## src/rtl/rtc_emu_pkg.sv

```systemverilog
package rtc_emu_pkg;

    localparam int CNT_W      = 32;
    localparam int BASE_SHIFT = 6;     // base tick = 2^6 Hz

    localparam int FLG_UF   = 4;
    localparam int FLG_AF   = 5;
    localparam int FLG_PF   = 6;
    localparam int FLG_IRQF = 7;

    typedef struct packed {
        logic [4:0] hh;
        logic [5:0] mm;
        logic [5:0] ss;
    } hms_t;

    typedef struct packed {
        logic upd;
        logic alm;
        logic per;
    } en_t;

    typedef enum logic {ST_IDLE, ST_CATCH} cmp_st_e;

    // comparator is ahead of the counter when (cnt - cmp) is negative
    function automatic logic cmp_ahead(input logic [CNT_W-1:0] cmp,
                                       input logic [CNT_W-1:0] cnt);
        logic [CNT_W-1:0] diff;
        diff = cnt - cmp;
        return diff[CNT_W-1];
    endfunction

    function automatic logic [15:0] pack_word(input logic uf,
                                              input logic af,
                                              input logic pf);
        logic [15:0] w;
        w           = 16'h0100;
        w[FLG_UF]   = uf;
        w[FLG_AF]   = af;
        w[FLG_PF]   = pf;
        w[FLG_IRQF] = uf | af | pf;
        return w;
    endfunction

endpackage

```

## src/rtl/rtc_emu_rate.sv

```systemverilog
module rtc_emu_rate
    import rtc_emu_pkg::*;
#(
    parameter int CNT_FREQ = 65536,
    parameter int RATE_W   = 4,
    parameter int PIE_W    = 8
) (
    input  logic              per_en,
    input  logic [RATE_W-1:0] rate_log2,
    output logic [CNT_W-1:0]  delta,
    output logic [PIE_W-1:0]  limit
);

    localparam logic [CNT_W-1:0]  FREQ_V     = CNT_W'(CNT_FREQ);
    localparam logic [CNT_W-1:0]  BASE_DELTA = FREQ_V >> BASE_SHIFT;
    localparam logic [RATE_W-1:0] BASE_CODE  = RATE_W'(BASE_SHIFT);

    logic              fast;
    logic [RATE_W-1:0] div_sh;

    always_comb begin
        fast   = per_en && (rate_log2 > BASE_CODE);
        div_sh = BASE_CODE - rate_log2;
        delta  = fast ? (FREQ_V >> rate_log2) : BASE_DELTA;
        limit  = (fast || !per_en) ? PIE_W'(1) : (PIE_W'(1) << div_sh);
    end

endmodule

```

## src/rtl/rtc_emu_cmp.sv

```systemverilog
module rtc_emu_cmp
    import rtc_emu_pkg::*;
#(
    parameter int LOST_W = 8
) (
    input  logic              clk,
    input  logic              rst,
    input  logic [CNT_W-1:0]  cnt_now,
    input  logic [CNT_W-1:0]  delta,
    input  logic              any_en,
    input  logic              arm_req,
    output logic [CNT_W-1:0]  cmp_q,
    output logic              done_q,
    output logic [LOST_W-1:0] lost_q
);

    cmp_st_e          st_q;
    logic             armed_q;
    logic             passed;
    logic [CNT_W-1:0] cmp_sum;

    always_comb begin
        passed  = !cmp_ahead(cmp_q, cnt_now);
        cmp_sum = cmp_q + delta;
    end

    always_ff @(posedge clk) begin
        if (rst) begin
            st_q    <= ST_IDLE;
            armed_q <= 1'b0;
            cmp_q   <= '0;
            done_q  <= 1'b0;
            lost_q  <= '0;
        end else begin
            done_q <= 1'b0;
            if (!any_en) begin
                armed_q <= 1'b0;
                st_q    <= ST_IDLE;
            end else if (arm_req) begin
                armed_q <= 1'b1;
                cmp_q   <= cnt_now + delta;
                st_q    <= ST_IDLE;
            end else begin
                case (st_q)
                    ST_IDLE: begin
                        if (armed_q && passed) begin
                            cmp_q  <= cmp_sum;
                            lost_q <= '0;
                            st_q   <= ST_CATCH;
                        end
                    end
                    ST_CATCH: begin
                        if (passed) begin
                            cmp_q <= cmp_sum;
                            if (lost_q != '1)
                                lost_q <= lost_q + 1'b1;
                        end else begin
                            done_q <= 1'b1;
                            st_q   <= ST_IDLE;
                        end
                    end
                    default: st_q <= ST_IDLE;
                endcase
            end
        end
    end

endmodule

```

## src/rtl/rtc_emu_flags.sv

```systemverilog
module rtc_emu_flags
    import rtc_emu_pkg::*;
#(
    parameter int PIE_W  = 8,
    parameter int LOST_W = 8
) (
    input  logic              clk,
    input  logic              rst,
    input  logic              done,
    input  logic [LOST_W-1:0] lost,
    input  en_t               en,
    input  logic              upd_rise,
    input  hms_t              cur,
    input  hms_t              alm,
    input  logic [PIE_W-1:0]  limit,
    output logic              strobe_q,
    output logic [15:0]       word_q
);

    logic [5:0]       prev_ss_q;
    logic             prev_ok_q;
    logic [PIE_W-1:0] pie_q;

    logic             sec_new;
    logic             uf_c, af_c, pf_c;
    logic [PIE_W:0]   pie_sum;

    always_comb begin
        sec_new = !prev_ok_q || (cur.ss != prev_ss_q);
        uf_c    = en.upd && sec_new && prev_ok_q;
        af_c    = en.alm && (cur == alm);
        pie_sum = {1'b0, pie_q} + (PIE_W+1)'(lost) + 1'b1;
        pf_c    = en.per && (pie_sum >= {1'b0, limit});
    end

    always_ff @(posedge clk) begin
        if (rst) begin
            prev_ss_q <= '0;
            prev_ok_q <= 1'b0;
            pie_q     <= '0;
            strobe_q  <= 1'b0;
            word_q    <= '0;
        end else begin
            strobe_q <= 1'b0;
            if (done) begin
                if (en.upd && sec_new) begin
                    prev_ss_q <= cur.ss;
                    prev_ok_q <= 1'b1;
                end
                if (en.per)
                    pie_q <= pf_c ? '0 : pie_sum[PIE_W-1:0];
                if (uf_c || af_c || pf_c) begin
                    strobe_q <= 1'b1;
                    word_q   <= pack_word(uf_c, af_c, pf_c);
                end
            end
            if (upd_rise)
                prev_ok_q <= 1'b0;
        end
    end

endmodule

```

## src/rtl/rtc_irq_emu.sv

```systemverilog
module rtc_irq_emu
    import rtc_emu_pkg::*;
#(
    parameter int CNT_FREQ = 65536,
    parameter int RATE_W   = 4,
    parameter int PIE_W    = 8,
    parameter int LOST_W   = 8
) (
    input  logic              clk,
    input  logic              rst,
    input  logic [31:0]       cnt_now,
    input  logic [4:0]        cur_hh,
    input  logic [5:0]        cur_mm,
    input  logic [5:0]        cur_ss,
    input  logic              upd_en,
    input  logic              alm_en,
    input  logic              per_en,
    input  logic [4:0]        alm_hh,
    input  logic [5:0]        alm_mm,
    input  logic [5:0]        alm_ss,
    input  logic [RATE_W-1:0] per_rate_log2,
    output logic              irq_strobe,
    output logic [15:0]       irq_word,
    output logic [31:0]       cmp_next,
    output logic [LOST_W-1:0] lost_ticks
);

    en_t              en_now, en_q;
    hms_t             cur_t, alm_t;
    logic             arm_req, any_en, upd_rise;
    logic [CNT_W-1:0] delta;
    logic [PIE_W-1:0] limit;
    logic             tick_done;

    always_comb begin
        en_now   = '{upd: upd_en, alm: alm_en, per: per_en};
        cur_t    = '{hh: cur_hh, mm: cur_mm, ss: cur_ss};
        alm_t    = '{hh: alm_hh, mm: alm_mm, ss: alm_ss};
        any_en   = |en_now;
        arm_req  = |(en_now & ~en_q);
        upd_rise = en_now.upd & ~en_q.upd;
    end

    always_ff @(posedge clk) begin
        if (rst) en_q <= '0;
        else     en_q <= en_now;
    end

    rtc_emu_rate #(.CNT_FREQ(CNT_FREQ), .RATE_W(RATE_W), .PIE_W(PIE_W)) u_rate (
        .per_en    (per_en),
        .rate_log2 (per_rate_log2),
        .delta     (delta),
        .limit     (limit)
    );

    rtc_emu_cmp #(.LOST_W(LOST_W)) u_cmp (
        .clk     (clk),
        .rst     (rst),
        .cnt_now (cnt_now),
        .delta   (delta),
        .any_en  (any_en),
        .arm_req (arm_req),
        .cmp_q   (cmp_next),
        .done_q  (tick_done),
        .lost_q  (lost_ticks)
    );

    rtc_emu_flags #(.PIE_W(PIE_W), .LOST_W(LOST_W)) u_flags (
        .clk      (clk),
        .rst      (rst),
        .done     (tick_done),
        .lost     (lost_ticks),
        .en       (en_now),
        .upd_rise (upd_rise),
        .cur      (cur_t),
        .alm      (alm_t),
        .limit    (limit),
        .strobe_q (irq_strobe),
        .word_q   (irq_word)
    );

endmodule

```

## config.mk

```make
export PLATFORM = sky130hd
export DESIGN_NAME = rtc_irq_emu
export DESIGN_NICKNAME = d
export VERILOG_FILES = /design/src/rtl/rtc_emu_pkg.sv /design/src/rtl/rtc_emu_rate.sv /design/src/rtl/rtc_emu_cmp.sv /design/src/rtl/rtc_emu_flags.sv /design/src/rtl/rtc_irq_emu.sv
export SDC_FILE = /design/constraint.sdc
export NUM_CORES = 1
export LEC_CHECK = 0
export BUFFER_PORTS_ARGS = -buffer_cell sky130_fd_sc_hd__buf_2
export CAP_MARGIN = 10
export CORE_MARGIN = 10
export CORE_UTILIZATION = 35
export DETAILED_ROUTE_END_ITERATION = 8
export SLEW_MARGIN = 25
export SYNTH_ARGS = -nofsm -noshare
export SYNTH_HDL_FRONTEND = slang
export SYNTH_SLANG_ARGS = --single-unit
```

## constraint.sdc

```tcl
create_clock -name clk -period 5.5 [get_ports clk]
set_clock_uncertainty 0.1 [all_clocks]
set_input_delay 0.825 -clock clk [delete_from_list [all_inputs] [get_ports clk]]
set_output_delay 0.825 -clock clk [all_outputs]
set_load 0.01 [all_outputs]
```

# Word-level counts from Yosys, hierarchy flattened
# Cells that the tools add are included.
# W data, S select, Z words.
word_totals:
  input_bits: 75
  ff_bits: 67
  wordCells: 83
  output_inout_bits: 57
op_classes:
  n_mux: 16
  addsub: 7
  magnitude_cmp: 2
  shift: 2
  eq_ne: 8
  bitwise: 10
  n_reduce_logical: 25
ops:
  columns: ["cell", "n"]
  rows:
  - ["$mux W32", 4]
  - ["$add A32 B32 Y32", 2]
  - ["$pmux W32 S2", 1]
  - ["$mux W8", 5]
  - ["$shr A17 B4 Y32 const A", 1]
  - ["$sub A32 B32 Y32", 1]
  - ["$eq A17 B17 Y1", 1]
  - ["$pmux W8 S2", 1]
  - ["$add A8 B8 Y9", 1]
  - ["$add A9 B1 Y9 const B", 1]
  - ["$ge A9 B8 Y1", 1]
  - ["$add A8 B1 Y8 const B", 1]
  - ["$ne A8 B8 Y1 const B", 1]
  - ["$shl A1 B4 Y8 const A", 1]
  - ["$logic_and A1 B1 Y1", 6]
  - ["$ne A6 B6 Y1", 1]
  - ["$reduce_and A2 Y1", 3]
  - ["$reduce_or A2 Y1", 3]
  - ["$reduce_or A3 Y1", 2]
  - ["$reduce_or A6 Y1", 1]
  - ["$not A1 Y1", 5]
  - ["$reduce_and A5 Y1", 1]
  - ["$reduce_or A5 Y1", 1]
  - ["$gt A4 B3 Y1 const B", 1]
  - ["14 further kinds", 24]

# Logic depth before layout (Yosys ltp)
logic_depth:
  word_depth: 8
  ltp_mapped: 19
  ltp_nobuf: 16

# Cells and area by module
# From an unflattened synthesis, not the netlist that was laid out.
unflattened:
  cells_unflattened: 843
  area_unflattened_um2: 6532.5
by_module_without_submodules:
  columns: ["module", "area_per_inst_um2", "instances", "seq_area_each_um2", "cells_each"]
  rows:
  - ["rtc_emu_cmp", 4426.7, 1, 860.8, 577]
  - ["rtc_emu_flags", 1681.6, 1, 420.4, 203]
  - ["rtc_emu_rate", 317.8, 1, 0.0, 51]
  - ["rtc_irq_emu", 106.4, 1, 60.1, 12]

# Worst setup path before layout
# No wires, ideal clock.
synth_path:
  path_type: "input to register"
  start: "input port per_en"
  end: "register u_cmp.cmp_q[22]"
  arrival_time_ps: 4449
  path_buffers: 5
  t_required_ps: 5278
  path_stages: 16
  slack_ps: 830
  setup_ps: 122
  path_cell_list: "nor2b_1 or3_1 buf_6 buf_8 clkbuf_1 buf_1 clkbuf_1 o21ai_0 ha_1 a211oi_1 o211ai_1 a221oi_1 a32oi_1 a21boi_0 and3_1 o311a_1"
synth_between:
  elab_chain_len: 6
  elab_cells_between_ends: 14
  cone_classes: "add/sub: 2; eq/ne: 2; mux: 5; bitwise: 1; reduce/logical: 4"
synth_lines:
  columns: ["element", "line", "text"]
  rows:
  - ["from (decl)", "rtc_irq_emu.sv:17", "input logic per_en,"]
  - ["$logic_and A1 B1 Y1", "rtc_emu_rate.sv:22", "fast = per_en && (rate_log2 > BASE_CODE);"]
  - ["$mux W32", "rtc_emu_rate.sv:24", "delta = fast ? (FREQ_V >> rate_log2) : BASE_DELTA;"]
  - ["$add A32 B32 Y32", "rtc_emu_cmp.sv:24", "cmp_sum = cmp_q + delta;"]
  - ["$mux W32, on equally long branches", "rtc_emu_cmp.sv:53, rtc_emu_cmp.sv:46", null]
  - ["$pmux W32 S2", "rtc_emu_cmp.sv:44", "case (st_q)"]
  - ["$mux W32", "rtc_emu_cmp.sv:39", "end else if (arm_req) begin"]
  - ["to (signal assigned)", "rtc_emu_cmp.sv:41", "cmp_q <= cnt_now + delta;"]
  - ["to (signal assigned)", "rtc_emu_cmp.sv:47", "cmp_q <= cmp_sum;"]
  - ["to (signal assigned)", "rtc_emu_cmp.sv:54", "cmp_q <= cmp_sum;"]
  - ["to (decl)", "rtc_emu_cmp.sv:12", "output logic [CNT_W-1:0] cmp_q,"]
# Several ways; a longest one is shown, not always the timed one. The select of a mux whose other input is x is not followed.
# A chain may end at the register's enable or synchronous reset.

# Final worst setup path
# Same ends and word-level chain as after synthesis.

==> results by group <==
Synth
  – Total number of yosys warnings: 0
  – Async S/R FF share, synth: 0
  – Synthesized area per cell: 7.78 µm²
  – Primary FF master, synth: sky130_fd_sc_hd__dfxtp_1
  – FF+latch count, synth: 67
  – Gate count after technology mapping: 749
  – Fraction of the yosys area taken by sequential cells: 0.230
  – Number of distinct library cells after synthesis: 70
  – Post-Synthesis Cell Area: 5830 µm²
  – EDFF count, synth: 0

Global route
  – Pin count of the biggest net entering global routing: 56
  – Number of global-route vias before repair: 5,518
  – Number of antenna violations at the first check in global routing: 1
  – Total gr overflow: 0
  – Total track usage: 0.153
  – Wire length of the first global-routing pass: 28,100 µm

CTS
  – Worst-path clk slew: 0.06 ns
  – Number of resized instances in the post-cts repair step: 0
  – Setup Fix Bufs, Post-CTS: 0
  – Number of H-tree branching levels: 3
  – Clock Sinks: 67
  – Number of buffers inserted for hold repair after clock tree synthesis: 0
  – Buffer cell driving the clock tree root: sky130_fd_sc_hd__clkbuf_16
  – Max clock buf depth: 2
  – Worst-skew pair later-pin latency: 0.35 ns
  – Total clock buffers created by CTS: 9
  – CTS tree: done

Flow run
  – Max-cap violations: 0

Worst setup path
  – Setup slack, reg-to-reg: 1.28 ns
  – Master of the slowest instance on the critical path: sky130_fd_sc_hd__or3_2
  – Type of destination of the critical path: register
  – Max Fanout on Critical Path: 38
  – CP Data Required Time: 5.64 ns
  – Critical path's top delay family: compound AO/OA/AOI/OAI gates
  – Series of cell instances along the critical path: buf_2, nor2b_1, or3_2, o21ai_0, ha_1, a211oi_1, o211ai_1, a221oi_1, a32oi_1, a21boi_0, and3_1, o311a_1
  – Critical setup path kind: in -> reg
  – Critical Path Source Type: input pin
  – CP peak stage delay: 0.77 ns
  – Buf/Inv on CP: 1
  – Arrival time at the worst endpoint: 4.80 ns

Placed design
  – Post-placement setup slack: 0.558 ns
  – Estimated wirelength of the detail-placed design: 13,400 µm
  – Post-place instance area: 6590 µm²
  – Number of input and output port buffers inserted: 120
  – Gp weighted congestion: 0.846

STA
  – Slew Limit Headroom: 0.364
  – Worst Tran Pin Value: 0.952 ns
  – Setup repair after global routing missed its margin: false
  – Maximum clock frequency: 0.215 GHz
  – Setup ws final: 0.839 ns
  – Pins over their slew limit: 0
  – Final setup violation count: 0
  – Fin crit period: 4.66 ns
  – Fraction of the cycle the final worst path needs: 0.847
  – Total negative setup slack: 0 ns
  – Number of hold violations in the final report: 0

Finish
  – Syn-to-layout area delta: 18.0%
  – Proportion of layout cells with a drive suffix above 1: 0.188
  – Antenna diodes: 0
  – Final instance area: 6880 µm²
  – Final Net Count: 1,000

Power and ir drop
  – Portion of total power attributed to the clock network: 0.356
  – Leakage: 3.03 nW
  – Power Internal: 1.01 mW
  – Fraction of power consumed by combinational cells: 0.297
  – Reg power frac: 0.347
  – Areal power density over the cells: 226 nW/µm²
  – Switching part of the total power: 0.349
  – Net switching power: 0.544 mW
  – Worst-case vdd ir drop: 0.157 mV

Run status
  – Result of the run: finished, final reports clean

Detailed routing
  – Drt via density: 5.25
  – Routed wire length: 17,100 µm
  – Remaining DRCs: 0
  – Routed Antenna Nets: 0
  – Vias: 5,697
  – DR pass1 iterations: 5
  – Initial detailed-routing violation count: 382
  – Average wire length per cell after detail routing: 15.8 µm

Floorplan
  – Die area: 22,200 µm²
  – Core box area: 16,500 µm²
  – I/O pins: 132
  – Std cell rows: 47
  – Die height: 149 µm
  – Effective utilization at floorplan: 0.354
  – Width of the chip: 149 µm

Worst hold path
  – Worst min-delay path category: reg -> reg
## Yosys cell counts (5+ instances only)
cell type                  count  share of area
sky130_fd_sc_hd__nand2_1      81          0.052
sky130_fd_sc_hd__dfxtp_1      67           0.23
sky130_fd_sc_hd__ha_1         63           0.14
sky130_fd_sc_hd__a21oi_1      62          0.053
sky130_fd_sc_hd__o21ai_0      51          0.044
sky130_fd_sc_hd__inv_1        48          0.031
sky130_fd_sc_hd__xnor2_1      42          0.063
sky130_fd_sc_hd__nor2_1       31          0.020
sky130_fd_sc_hd__nand3_1      28          0.024
sky130_fd_sc_hd__nand4_1      27          0.029
sky130_fd_sc_hd__a21o_1       20          0.026
sky130_fd_sc_hd__and3_1       17          0.018
sky130_fd_sc_hd__clkbuf_1     17          0.011
sky130_fd_sc_hd__nor2b_1      15          0.016
sky130_fd_sc_hd__xor2_1       13          0.020
sky130_fd_sc_hd__buf_4        12          0.015
sky130_fd_sc_hd__nor3_1       11         0.0094
sky130_fd_sc_hd__a211oi_1     10          0.013
sky130_fd_sc_hd__o311a_1       9          0.015
sky130_fd_sc_hd__a22o_1        8          0.012
sky130_fd_sc_hd__o31ai_1       8          0.010
sky130_fd_sc_hd__buf_1         7         0.0045
sky130_fd_sc_hd__nor4_1        6         0.0064
sky130_fd_sc_hd__o211ai_1      6         0.0077
sky130_fd_sc_hd__o21a_1        6         0.0077
sky130_fd_sc_hd__a31oi_1       5         0.0054
sky130_fd_sc_hd__or3_1         5         0.0054
## cell type report
type	count	area (µm²)
clock buffers	10	239
clock inverters	6	41.3
fillers	1730	9590
inverters	49	184
multi-input cells	607	4150
flip-flops and latches	67	1340
well taps	220	275
repair buffers	126	646
## worst register-to-register path: stages (launching register included)
cell,delay (ns)
sky130_fd_sc_hd__dfxtp_1,0.31
sky130_fd_sc_hd__nor2b_1,0.07
sky130_fd_sc_hd__or3_2,0.77
sky130_fd_sc_hd__o21ai_0,0.43
sky130_fd_sc_hd__ha_1,0.31
sky130_fd_sc_hd__a211oi_1,0.26
sky130_fd_sc_hd__o211ai_1,0.15
sky130_fd_sc_hd__a221oi_1,0.48
sky130_fd_sc_hd__a32oi_1,0.42
sky130_fd_sc_hd__a21boi_0,0.31
sky130_fd_sc_hd__and3_1,0.24
sky130_fd_sc_hd__o311a_1,0.28
## cells by family (layout without fill, tap and decap cells)
| family | count (synthesis) | count (layout) | synth area share |
|---|---|---|---|
| and+or+nand+nor | 244 | 244 | 0.211 |
| other | 2 | 18 | 0.00129 |
| AOI/OAI and AO/OA | 219 | 219 | 0.249 |
| DFF | 67 | 67 | 0.230 |
| adders and majority gates | 65 | 65 | 0.142 |
| buffers and inverters | 91 | 191 | 0.0704 |
| muxes | 6 | 6 | 0.0129 |
| xor gates and xnor gates | 55 | 55 | 0.0827 |
## routing by layer
| layer | part of all wire | vias up | track usage |
|---|---|---|---|
| met3 | 0.053 | 19 | 0.0334 |
| met2 | 0.43 | 145 | 0.232 |
| li1 | - | 2926 | - |
| met5 | 0.00070 | - | 0 |
| met4 | 0.014 | 2 | 0.0500 |
| met1 | 0.50 | 2605 | 0.210 |
## path summary, 6_finish.rpt
kind | startpoint | cells past startpoint | endpoint
max | per_en | 12 | u_cmp.cmp_q[22]
max reg2reg | en_q[0] | 11 | u_cmp.cmp_q[22]
min | u_flags.word_q[6] | 2 | u_flags.word_q[6]
min reg2reg | u_flags.word_q[6] | 2 | u_flags.word_q[6]
## layout by cell type, fill, tap and decap left out, types with 3 or more instances in the layout
cell type                      n
sky130_fd_sc_hd__a211oi_1     10
sky130_fd_sc_hd__o211ai_1      6
sky130_fd_sc_hd__a21boi_0      3
sky130_fd_sc_hd__xnor2_1      42
sky130_fd_sc_hd__or3_1         4
sky130_fd_sc_hd__nor2_1       31
sky130_fd_sc_hd__nor3_1       10
sky130_fd_sc_hd__o21ai_0      51
sky130_fd_sc_hd__a311oi_1      4
sky130_fd_sc_hd__o21a_1        6
sky130_fd_sc_hd__nor2b_1      15
sky130_fd_sc_hd__nor4_1        6
sky130_fd_sc_hd__a21oi_1      62
sky130_fd_sc_hd__buf_4         6
sky130_fd_sc_hd__a31oi_1       5
sky130_fd_sc_hd__buf_2       120
sky130_fd_sc_hd__a22o_1        8
sky130_fd_sc_hd__inv_1        48
sky130_fd_sc_hd__clkbuf_16     9
sky130_fd_sc_hd__and3_1       17
sky130_fd_sc_hd__nand3_1      28
sky130_fd_sc_hd__or4_1         4
sky130_fd_sc_hd__nand4_1      27
sky130_fd_sc_hd__nand2b_1      4
sky130_fd_sc_hd__xor2_1       13
sky130_fd_sc_hd__dfxtp_1      67
sky130_fd_sc_hd__conb_1       18
sky130_fd_sc_hd__o311a_1       9
sky130_fd_sc_hd__o41ai_1       3
sky130_fd_sc_hd__a221oi_1      3
sky130_fd_sc_hd__a21o_1       20
sky130_fd_sc_hd__nand2_1      81
sky130_fd_sc_hd__and2_1        4
sky130_fd_sc_hd__ha_1         63
sky130_fd_sc_hd__o31ai_1       8
sky130_fd_sc_hd__clkinvlp_4    3
## registers in the layout (all words and copies together), names as in the netlist, named ones only
register and cells:
u_flags.pie_q 8, u_cmp.armed_q 1, u_flags.prev_ss_q 6, u_flags.strobe_q 1, u_cmp.lost_q 8, u_flags.word_q 5
u_cmp.cmp_q 31, en_q 3, u_cmp.done_q 1, u_cmp.st_q 1, u_flags.prev_ok_q 1
## per-stage QoR
| stage | cells | utilization | power [mW] | hold slack [ns] |
|---|---|---|---|---|
| floorplan | 765 | - | 0.864 | 0.341 |
| global placement | 1069 | 0.400 | 1.01 | 0.345 |
| detailed placement | 1069 | 0.400 | 1.01 | 0.350 |
| CTS | 1085 | 0.417 | 1.57 | 0.368 |
| global route | 1085 | 0.418 | 1.65 | 0.383 |
| finish | 1085 | 0.418 | 1.56 | 0.362 |
## power by group through the flow
stage / logic [mW] / clock network (mW) / registers (mW)
after floorplan: 0.305 / 0 / 0.559
after global placement: 0.457 / 0 / 0.550
after detailed placement: 0.459 / 0 / 0.551
after CTS: 0.460 / 0.566 / 0.541
after global routing: 0.523 / 0.586 / 0.544
final: 0.463 / 0.555 / 0.540
(Power assumes the default switching activity.)
